<file path="src/rtl/crc4_pkg.sv">
package crc4_pkg;
  localparam int CRC_W      = 4;
  localparam int DATA_BITS  = 8;
  localparam int BLOCK_BITS = DATA_BITS + CRC_W;
  // low-order taps of D^4 + D + 1 (g1 = g0 = 1)
  localparam logic [CRC_W-1:0] POLY_LOW = 4'b0011;

  typedef struct packed {
    logic clear;
    logic shift;
    logic checkSel;
  } crcCtl_t;
endpackage

</file>
<file path="src/rtl/crc4_control.sv">
module crc4_control
  import crc4_pkg::*;
#(
  parameter int DATA_N  = DATA_BITS,
  parameter int BLOCK_N = BLOCK_BITS
) (
  input  logic    clk,
  input  logic    rst_n,
  input  logic    start,
  input  logic    checkMode,
  input  logic    bitValid,
  output crcCtl_t ctl,
  output logic    done
);
  localparam int CNT_W = $clog2(BLOCK_N + 1);
  localparam logic [CNT_W-1:0] GEN_LAST = CNT_W'(DATA_N - 1);
  localparam logic [CNT_W-1:0] CHK_LAST = CNT_W'(BLOCK_N - 1);

  logic [CNT_W-1:0] cntQ;
  logic armedQ, modeQ, doneQ;
  logic shiftNow, lastBit;

  assign shiftNow = armedQ && bitValid && !start;
  assign lastBit  = (cntQ == (modeQ ? CHK_LAST : GEN_LAST));

  always_ff @(posedge clk or negedge rst_n) begin
    if (!rst_n) begin
      cntQ   <= '0;
      armedQ <= 1'b0;
      modeQ  <= 1'b0;
      doneQ  <= 1'b0;
    end else if (start) begin
      cntQ   <= '0;
      armedQ <= 1'b1;
      modeQ  <= checkMode;
      doneQ  <= 1'b0;
    end else begin
      doneQ <= 1'b0;
      if (shiftNow) begin
        cntQ <= cntQ + 1'b1;
        if (lastBit) begin
          armedQ <= 1'b0;
          doneQ  <= 1'b1;
        end
      end
    end
  end

  assign ctl.clear    = start;
  assign ctl.shift    = shiftNow;
  assign ctl.checkSel = modeQ;
  assign done         = doneQ;


  done_single_chk: assert property (@(posedge clk) disable iff (!rst_n)
    doneQ |=> !doneQ);

  idle_hold_chk: assert property (@(posedge clk) disable iff (!rst_n)
    (!armedQ && !start) |=> ($stable(cntQ) && !armedQ));

  mode_hold_chk: assert property (@(posedge clk) disable iff (!rst_n)
    !start |=> $stable(modeQ));
endmodule

</file>
<file path="src/rtl/crc4_datapath.sv">
module crc4_datapath
  import crc4_pkg::*;
#(
  parameter int               W    = CRC_W,
  parameter logic [W-1:0]     POLY = POLY_LOW
) (
  input  logic         clk,
  input  logic         rst_n,
  input  crcCtl_t      ctl,
  input  logic         bitIn,
  output logic [W-1:0] rem
);
  logic [W-1:0] remQ, remNext;
  logic feedback;

  // generate: bit enters at the feedback (data times D^W);
  // check: bit enters at the low end (plain division)
  always_comb begin
    feedback = remQ[W-1] ^ (ctl.checkSel ? 1'b0 : bitIn);
    remNext  = {remQ[W-2:0], (ctl.checkSel ? bitIn : 1'b0)}
             ^ ({W{feedback}} & POLY);
  end

  always_ff @(posedge clk or negedge rst_n) begin
    if (!rst_n)         remQ <= '0;
    else if (ctl.clear) remQ <= '0;
    else if (ctl.shift) remQ <= remNext;
  end

  assign rem = remQ;
endmodule

</file>
<file path="src/rtl/crc4_serial_unit.sv">
module crc4_serial_unit
  import crc4_pkg::*;
(
  input  logic             clk,
  input  logic             rst_n,
  input  logic             start,
  input  logic             checkMode,
  input  logic             bitIn,
  input  logic             bitValid,
  output logic [CRC_W-1:0] remainder,
  output logic             done,
  output logic             errFlag
);
  crcCtl_t ctl;

  crc4_control #(.DATA_N(DATA_BITS), .BLOCK_N(BLOCK_BITS)) uCtl (
    .clk(clk), .rst_n(rst_n), .start(start), .checkMode(checkMode),
    .bitValid(bitValid), .ctl(ctl), .done(done)
  );

  crc4_datapath #(.W(CRC_W), .POLY(POLY_LOW)) uDp (
    .clk(clk), .rst_n(rst_n), .ctl(ctl), .bitIn(bitIn), .rem(remainder)
  );

  assign errFlag = done && ctl.checkSel && (remainder != '0);


  err_gated_chk: assert property (@(posedge clk) disable iff (!rst_n)
    !done |-> !errFlag);

  start_clear_chk: assert property (@(posedge clk) disable iff (!rst_n)
    start |=> (remainder == '0 && !done));

  idle_rem_chk: assert property (@(posedge clk) disable iff (!rst_n)
    (!start && !bitValid) |=> $stable(remainder));

  done_after_bit_chk: assert property (@(posedge clk) disable iff (!rst_n)
    $rose(done) |-> $past(bitValid));
endmodule

</file>
<file path="config.mk">
export PLATFORM = sky130hd
export DESIGN_NAME = crc4_serial_unit
export DESIGN_NICKNAME = d
export VERILOG_FILES = /design/src/rtl/crc4_pkg.sv /design/src/rtl/crc4_control.sv /design/src/rtl/crc4_datapath.sv /design/src/rtl/crc4_serial_unit.sv
export SDC_FILE = /design/constraint.sdc
export NUM_CORES = 1
export LEC_CHECK = 0
export ABC_AREA = 1
export BUFFER_PORTS_ARGS = -buffer_cell sky130_fd_sc_hd__buf_4
export CAP_MARGIN = 30
export CORE_MARGIN = 5
export CORE_UTILIZATION = 40
export CTS_CLUSTER_SIZE = 8
export DETAILED_ROUTE_END_ITERATION = 7
export GPL_TIMING_DRIVEN = 0
export PLACE_DENSITY = 0.68
export SYNTH_ARGS = -nofsm -noshare
export SYNTH_HDL_FRONTEND = slang
export SYNTH_SLANG_ARGS = --single-unit
</file>
<file path="constraint.sdc">
create_clock -name clk -period 1.5 [get_ports clk]
set_clock_uncertainty 0.15 [all_clocks]
set_input_delay 0.15 -clock clk [delete_from_list [all_inputs] [get_ports clk]]
set_output_delay 0.15 -clock clk [all_outputs]
set_load 0.1 [all_outputs]
</file>
==> flow_summary.ini, run 1 <==
[run_status]
outcome = complete, but fails checks
violations = negative setup slack

[yosys]
ys_types = 14
yosysSeqAreaShare_pct = 51.2
post_synth.cell_area_avg_sq_um = 7.80
synthTopCellsByArea = dfrtp_1 51%, nand2_1 16%, inv_1 7.0%, nor2_1 5.6%, o21ai_0 3.7%
yosys_register_bits = 11
synth_cells = 69
synth_top_area_share_pct = 51.2
ys_warn_count = 0
synth_fp_nets = 76
synth_top_area_cell = dfrtp_1
synth_area_sq_um = 538

[die]
coreArea_sq_um = 1280
rows = 13
die_y_um = 46.7
die_area_sq_um = 2180
boundaryPins = 12
die_w_um = 46.7
start_util_pct = 41.9

[global_route]
grt_max_degree = 12
grt.overflow.total = 0
antenna_found_initial = 0
first_global_vias = 421
grt_util_all_layers_pct = 12.2
grt_pass1_wl_um = 1770

[timing]
finalSetupTns_ns = -0.0915
timing.fmax_ghz = 0.628
period_needed_ns = 1.59
setup_violations = 1
worst_slew_pin_slew_ns = 0.281
rsz0062_at_grt = yes
final_hold_viol_count = 0
max_slew_margin_pct = 81.4
layout_setup_ws_ns = -0.0915
min_period_over_period_pct = 106
slew_violations = 0

[drt]
routed-via-count = 451
final_antenna_net_count = 0
post_drt_wl_per_cell_um = 11.2
viasPerCell = 4.47
routed_wirelength_um = 1130
post-route-drc-count = 0
drt-initial-drc-count = 9
dr.pass1.iters = 6

[placement]
gp_congestion = 0.731
dpl.hpwl_um = 824
place_inst = 95
place_worst_setup_slack_ns = 0.101
io_buffers = 11

[setup_path]
cp-start-kind = flop
crit_type = reg -> out
cp.required_ns = 1.20
cp.arrival_ns = 1.29
crit_fanout = 4
cp-end-kind = primary output

[power]
p_int_mw = 0.493
finalPower_mw = 0.737
peakVddDrop_uv = 502
power.density_nw_per_um2 = 981
power_frac_seq_pct = 48.9
power.share.clock_pct = 28.0
combPwrFrac_pct = 23.0
swShare_pct = 33.0
p_switching_mw = 0.243
cellLeakagePower_nw = 0.359

[cts]
cts.clk_slew.worst_paths_ns = 0.07
clk_path_buf_depth = 2
clock_sinks = 11
clock-root-buffer = clkbuf_4
clock_latency_ns = 0.27
cts_max_level = 1
cts_setup_buffers = 0
numCtsBuffers = 3
tritoncts = yes

[cells_and_area]
nets = 94
diodes = 0
fill_cells = 121
utilization_pct = 58.4
layout_commonest_cell = nand2_1
final_cell_mix = 22 x nand2_1, 9 x buf_4, 8 x inv_1
drive_above_1_share_pct = 31.4
syn2layout_area_growth_pct = 39.5
fin_cells = 101

[hold_path]
worst_hold_path_type = in -> reg

[job]
drv_cap = 0
[synth_stat cells (all sizes together)]
cell / count
nor2: 10
nor3: 2
nand3: 2
ha: 1
o22ai: 2
nand2: 25
xnor2: 1
a21oi: 1
inv: 10
dfrtp: 11
o21ai: 4
[metal layers]
metal  track usage [%]  vias to the layer above  part of all wire, %
li1                  -                      245                    -
met1              14.4                      198                   43
met2              19.0                        6                   52
met3              2.34                        2                  3.9
met4              9.94                        0                 0.97
met5                 0                        -                    0
[worst max-delay path, stage by stage (launching register included)]
cell	delay, ns
dfrtp_4	0.51
inv_4	0.08
nand2_4	0.06
nor3_4	0.15
nor2_4	0.07
buf_12	0.16
[state kept, by name (all words and copies together) (netlist names)]
| signal | cells |
|---|---|
| uCtl.armedQ | 1 |
| uCtl.cntQ | 4 |
| uCtl.done | 1 |
| uCtl.modeQ | 1 |
| uDp.rem | 4 |
[cell type report]
type / count / area [sq um] / share of cell area, %
multi-input cells: 48 / 251 / 33.5
well taps: 15 / 18.8 / 2.50
inverters: 10 / 42.5 / 5.67
clock buffers: 4 / 26.3 / 3.50
flip-flops and latches: 11 / 292 / 38.8
repair buffers: 13 / 120 / 16.0
[cells by family after synthesis]
logic type | Yosys count | share of synthesized area (%)
flops | 11 | 51.2
simple gates | 39 | 30.9
compound gates | 7 | 6.98
xor+xnor | 1 | 1.63
fa+ha+maj | 1 | 2.33
buf+inv | 10 | 6.98
[power groups by stage]
stage                     logic [mW]  registers [mW]  clock network, mW
after global routing           0.190           0.362              0.233
final                          0.170           0.360              0.206
after detailed placement       0.162           0.365                  0
after floorplan               0.0783           0.397                  0
after global placement         0.155           0.364                  0
after CTS                      0.173           0.359              0.217
[final timing paths]
path,to,cells past startpoint,slack [ns],start
max in group asynchronous,uDp.rem[3],2,0.93,rst_n
hold reg to reg,uCtl.cntQ[0],1,0.37,uCtl.cntQ[0]
setup reg to reg,uCtl.cntQ[2],5,0.32,uCtl.cntQ[0]
min in group asynchronous,uCtl.armedQ,2,0.09,rst_n
setup / recovery,errFlag,5,-0.09,uDp.rem[3]
hold / removal,uDp.rem[0],3,0.03,bitIn
[per-stage QoR]
stage	hold WS, ns	instance area (sq um)
finish	0.0325	751
global route	0.0552	751
detailed placement	-0.157	671
global placement	-0.158	671
CTS	0.0177	756
floorplan	-0.296	569
[repair_timing]
| item | 4_1_cts | 5_1_grt |
|---|---|---|
| hold buffers | 4 | 0 |
| cloned | 0 | 0 |
| setup endpoints to repair | 1 | 2 |
| resized for setup | 4 | 4 |
| endpoints found under the hold margin | 12 | 0 |
No activity file was read; power rests on OpenSTA's default activity.
==> run 2: changes to the inputs <==
Settings changed: ABC_AREA 1 to default, CORE_MARGIN 5 to default.
==> flow_summary.ini, run 2 <==
[die]
die_y_um = 38.0
start_util_pct = 44.9
boundaryPins = 12
die_area_sq_um = 1450
rows = 12
die_w_um = 38.0
coreArea_sq_um = 1160

[cts]
cts.clk_slew.worst_paths_ns = 0.07
clock_sinks = 11
clk_path_buf_depth = 2
clock_latency_ns = 0.27
tritoncts = yes
clock-root-buffer = clkbuf_4
numCtsBuffers = 3
cts_max_level = 1

[drt]
routed-via-count = 440
viasPerCell = 5.12
final_antenna_net_count = 0
post-route-drc-count = 0
dr.pass1.iters = 2
drt-initial-drc-count = 3
routed_wirelength_um = 1110
post_drt_wl_per_cell_um = 12.9

[yosys]
yosysMostFrequentCell = dfrtp_1
synthArstFlopShare_pct = 100
synth-simple-area-share_pct = 23.6
synth_top_family_by_area = simple AND/OR/NAND/NOR gates
synth-xor-area-share_pct = 6.75
synthAdderAreaFrac_pct = 2.41
ys_types = 24
yosysSeqAreaShare_pct = 53.0
synth-main-ff-cell = dfrtp_1
post_synth.cell_area_avg_sq_um = 9.80
synth_area_sq_um = 519
ys_warn_count = 0
synth_enable_flop_cells = 0
ys_top_cells_by_count = 11 x dfrtp_1, 8 x nand2_1, 5 x nor2_1, 4 x a21oi_1, 3 x nand3_1
synth_cells = 53
muxShareOfSynthArea_pct = 2.17
yosys_register_bits = 11
synth_fp_nets = 60
synth_top_area_cell = dfrtp_1
synth_top_area_share_pct = 53.0
synthTopCellsByArea = dfrtp_1 53%, nand2_1 5.8%, a21oi_1 3.9%, nor2_1 3.6%, xnor2_1 3.4%
synth_compound_area_share_pct = 10.4

[global_route]
first_global_vias = 401
grt_pass1_wl_um = 1800
grt.overflow.total = 0
antenna_found_initial = 0
grt_util_all_layers_pct = 19.7
grt_max_degree = 12

[hold_path]
holdPathStages = 3
worst_hold_path_type = in -> reg

[setup_path]
reg2regPathDepth = 4
crit_type = reg -> out
cp-end-kind = primary output
cp.required_ns = 1.20
cp.arrival_ns = 1.32
crit_fanout = 2
cp-start-kind = flop

[power]
power.share.clock_pct = 31.1
p_switching_mw = 0.192
cellLeakagePower_nw = 0.309
power.density_nw_per_um2 = 886
swShare_pct = 29.4
power_frac_seq_pct = 50.6
peakVddDrop_uv = 484
p_int_mw = 0.461
combPwrFrac_pct = 18.4

[cells_and_area]
diodes = 0
layout_commonest_cell = buf_4
syn2layout_area_growth_pct = 41.9
nets = 80
final_cell_mix = 11 x buf_4, 8 x nand2_1, 6 x dfrtp_1
drive_above_1_share_pct = 34.7

[timing]
finalSetupTns_ns = -0.122
layout_setup_ws_ns = -0.122
min_period_over_period_pct = 108
max_slew_margin_pct = 70.8
rsz0062_at_grt = yes
timing.fmax_ghz = 0.617
slew_violations = 0
setup_violations = 1
worst_slew_pin_slew_ns = 0.438
final_hold_viol_count = 0
worst_hold_slack_ns = 0.0170
period_needed_ns = 1.62

[run_status]
violations = negative setup slack
outcome = complete, but fails checks

[placement]
dpl.hpwl_um = 778
gp_congestion = 0.728
io_buffers = 11

[job]
drv_cap = 0
run 2: changes by cell type in the layout (fill, tap and decap cells not counted), moves of 2 or more:
cell,change
a21oi_1,+3
buf_4,+2
inv_1,-8
inv_4,-2
nand2_1,-14
nor2_1,-3
o21ai_0,-3
o22ai_1,-2
or3_1,+2
xor2_1,+2
run 2: worst paths after layout:
check	startpoint	endpoint	slack (ns)
hold reg to reg	uCtl.cntQ[1]	uCtl.cntQ[1]	0.40
min in group asynchronous	rst_n	uCtl.cntQ[1]	0.10
max in group asynchronous	rst_n	uCtl.done	0.93
setup reg to reg	uDp.rem[3]	uDp.rem[1]	0.02
setup / recovery	uDp.rem[3]	errFlag	-0.12
hold / removal	bitIn	uDp.rem[0]	0.02
run 2: kinds of logic (layout without fill, tap and decap cells):
family	after synthesis	in the layout
flip-flops	11	11
multiplexers	1	1
XOR/XNOR	4	4
AND/OR/NAND/NOR	25	25
AO/OA/AOI/OAI	9	9
adder cells (fa/ha/maj)	1	1
buffers and inverters	2	21
run 2: final cells by class:
class                   instances  area, sq um
plain buffers                   2         8.76
clock buffers                   4         26.3
fillers                       109          419
multi-input cells              40          258
flip-flops and latches         11          294
well taps                      14         17.5
repair buffers                 15          133
run 2: what timing repair did:
item,in CTS,in global routing
setup endpoints to repair,1,2
gates resized for setup,3,0
hold buffers,3,0
hold endpoints to repair,12,0
pin swaps,2,0
setup buffers,1,0
run 2: metal layers:
metal  GRT usage, %  wire length [um]  vias to the layer above
li1               -                 -                      223
met1           23.6               472                      204
met2           30.5               574                        9
met3           3.49                36                        4
met4           16.1                26                        0
met5              0                 0                        -
run 2: worst max-delay path, cell delays in order, from the launching register on:
cell     delay, ns
dfrtp_4       0.50
nor4_4        0.33
nor2_4        0.06
buf_12        0.16
run 2: metrics by stage:
step	area, sq um	setup WS (ns)	utilization (%)	cells	total power, mW
after floorplan	561	-0.0210	-	53	0.413
after global placement	661	0.0952	57.1	78	0.448
after detailed placement	661	0.0868	57.1	78	0.451
after CTS	737	-0.137	63.7	86	0.659
after global routing	737	-0.155	63.7	86	0.675
final	737	-0.122	63.7	86	0.653
run 2: power groups by stage:
| stage | Combinational (mW) | Sequential, mW | Clock (mW) |
|---|---|---|---|
| 3_5_place_dp | 0.114 | 0.337 | 0 |
| 6_report | 0.120 | 0.330 | 0.203 |
| 3_3_place_gp | 0.112 | 0.336 | 0 |
| 2_1_floorplan | 0.0431 | 0.370 | 0 |
| 5_1_grt | 0.128 | 0.332 | 0.214 |
| 4_1_cts | 0.121 | 0.330 | 0.208 |
==> run 3: changes to the inputs <==
Settings changed: SKIP_CTS_REPAIR_TIMING from default to 1.
==> flow_summary.ini, run 3 (same netlist as run 2, synthesis figures left out) <==
[timing]
rsz0062_at_grt = yes
worst_slew_pin_slew_ns = 0.436
timing.fmax_ghz = 0.609
finalSetupTns_ns = -0.143
min_period_over_period_pct = 110
period_needed_ns = 1.64
layout_setup_ws_ns = -0.143
slew_violations = 0
max_slew_margin_pct = 70.9
final_hold_viol_count = 0
setup_violations = 1

[global_route]
grt_max_degree = 12
antenna_found_initial = 0
grt.overflow.total = 0
grt_pass1_wl_um = 1710
first_global_vias = 388
grt_util_all_layers_pct = 18.6

[power]
cellLeakagePower_nw = 0.309
power.share.clock_pct = 31.0
power_frac_seq_pct = 50.7
peakVddDrop_uv = 483
power.density_nw_per_um2 = 884
p_int_mw = 0.461
p_switching_mw = 0.191
combPwrFrac_pct = 18.3
swShare_pct = 29.3

[die]
boundaryPins = 12
coreArea_sq_um = 1160
die_y_um = 38.0
rows = 12
start_util_pct = 44.9
die_w_um = 38.0
die_area_sq_um = 1450

[run_status]
violations = negative setup slack
outcome = complete, but fails checks

[cts]
clock-root-buffer = clkbuf_4
clock_latency_ns = 0.27
numCtsBuffers = 3
clk_path_buf_depth = 2
cts.clk_slew.worst_paths_ns = 0.07
tritoncts = yes
clock_sinks = 11
cts_max_level = 1

[setup_path]
cp-end-kind = primary output
crit_slowest_cell = dfrtp_4
cp.required_ns = 1.20
crit_type = reg -> out
crit_fanout = 5
cp-start-kind = flop
cp_cell_sequence = nor4_4, nor2_4, buf_12
cp.arrival_ns = 1.34
cp_slowest_stage_delay_ns = 0.52

[cells_and_area]
diodes = 0
nets = 80
drive_above_1_share_pct = 34.7
final_cell_mix = 11 x buf_4, 8 x nand2_1, 6 x dfrtp_1
layout_commonest_cell = buf_4
fin_cells = 86
syn2layout_area_growth_pct = 41.9

[hold_path]
worst_hold_path_type = in -> reg

[placement]
io_buffers = 11
gp_congestion = 0.728
dpl.hpwl_um = 778
place_inst = 78

[drt]
post_drt_wl_per_cell_um = 12.6
viasPerCell = 5.09
final_antenna_net_count = 0
routed_wirelength_um = 1080
post-route-drc-count = 0
drt-initial-drc-count = 3
dr.pass1.iters = 2
routed-via-count = 438

[job]
drv_cap = 0
==> run 3: metal layers <==
layer  global-route usage [%]  vias to the layer above  share of wire, %  wire length, um
met5                        0                        -                 0                0
met4                     16.1                        0               2.4               26
met3                     3.49                        4               3.3               36
met2                     28.4                        9                52              562
met1                     22.1                      203                42              456
li1                         -                      222                 -                -
==> run 3: stage by stage <==
step	power [mW]	hold slack (ns)	setup WS, ns	cell area, sq um	utilization, %
6_report	0.652	0.0178	-0.143	737	63.7
5_1_grt	0.675	0.0355	-0.177	737	63.7
4_1_cts	0.653	-0.451	-0.209	687	59.4
3_5_place_dp	0.451	-0.157	0.0868	661	57.1
3_3_place_gp	0.448	-0.159	0.0952	661	57.1
2_1_floorplan	0.413	-0.296	-0.0210	561	-
==> run 3: worst paths after layout <==
| kind | start | endpoint | slack [ns] | cells after the start |
|---|---|---|---|---|
| min in group asynchronous | rst_n | uCtl.cntQ[1] | 0.09 | 2 |
| max in group asynchronous | rst_n | uDp.rem[1] | 0.94 | 2 |
| worst max-delay path | uDp.rem[3] | errFlag | -0.14 | 3 |
| worst max register to register | uDp.rem[3] | uDp.rem[1] | 0.03 | 4 |
| worst min register to register | uCtl.cntQ[1] | uCtl.cntQ[1] | 0.40 | 2 |
| worst min-delay path | bitIn | uDp.rem[0] | 0.02 | 3 |
==> run 3: worst max-delay path: cells and delay by family, from the launching register on <==
family                 cells  cell delay [ns]
buffers and inverters      1             0.16
DFF                        1             0.52
and+or+nand+nor            2             0.39
==> run 3: power by group through the flow <==
stage	logic [mW]	clock network [mW]	registers (mW)
3_5_place_dp	0.114	0	0.337
6_report	0.119	0.202	0.330
4_1_cts	0.114	0.208	0.331
5_1_grt	0.128	0.214	0.333
2_1_floorplan	0.0431	0	0.370
3_3_place_gp	0.112	0	0.336
==> run 3: layout make-up <==
class / instances / area, sq um
buffer: 2 / 8.76
clock buffer: 4 / 26.3
fill: 110 / 419
multi-input combinational: 40 / 258
sequential: 11 / 294
tap: 14 / 17.5
timing repair buffer: 15 / 133
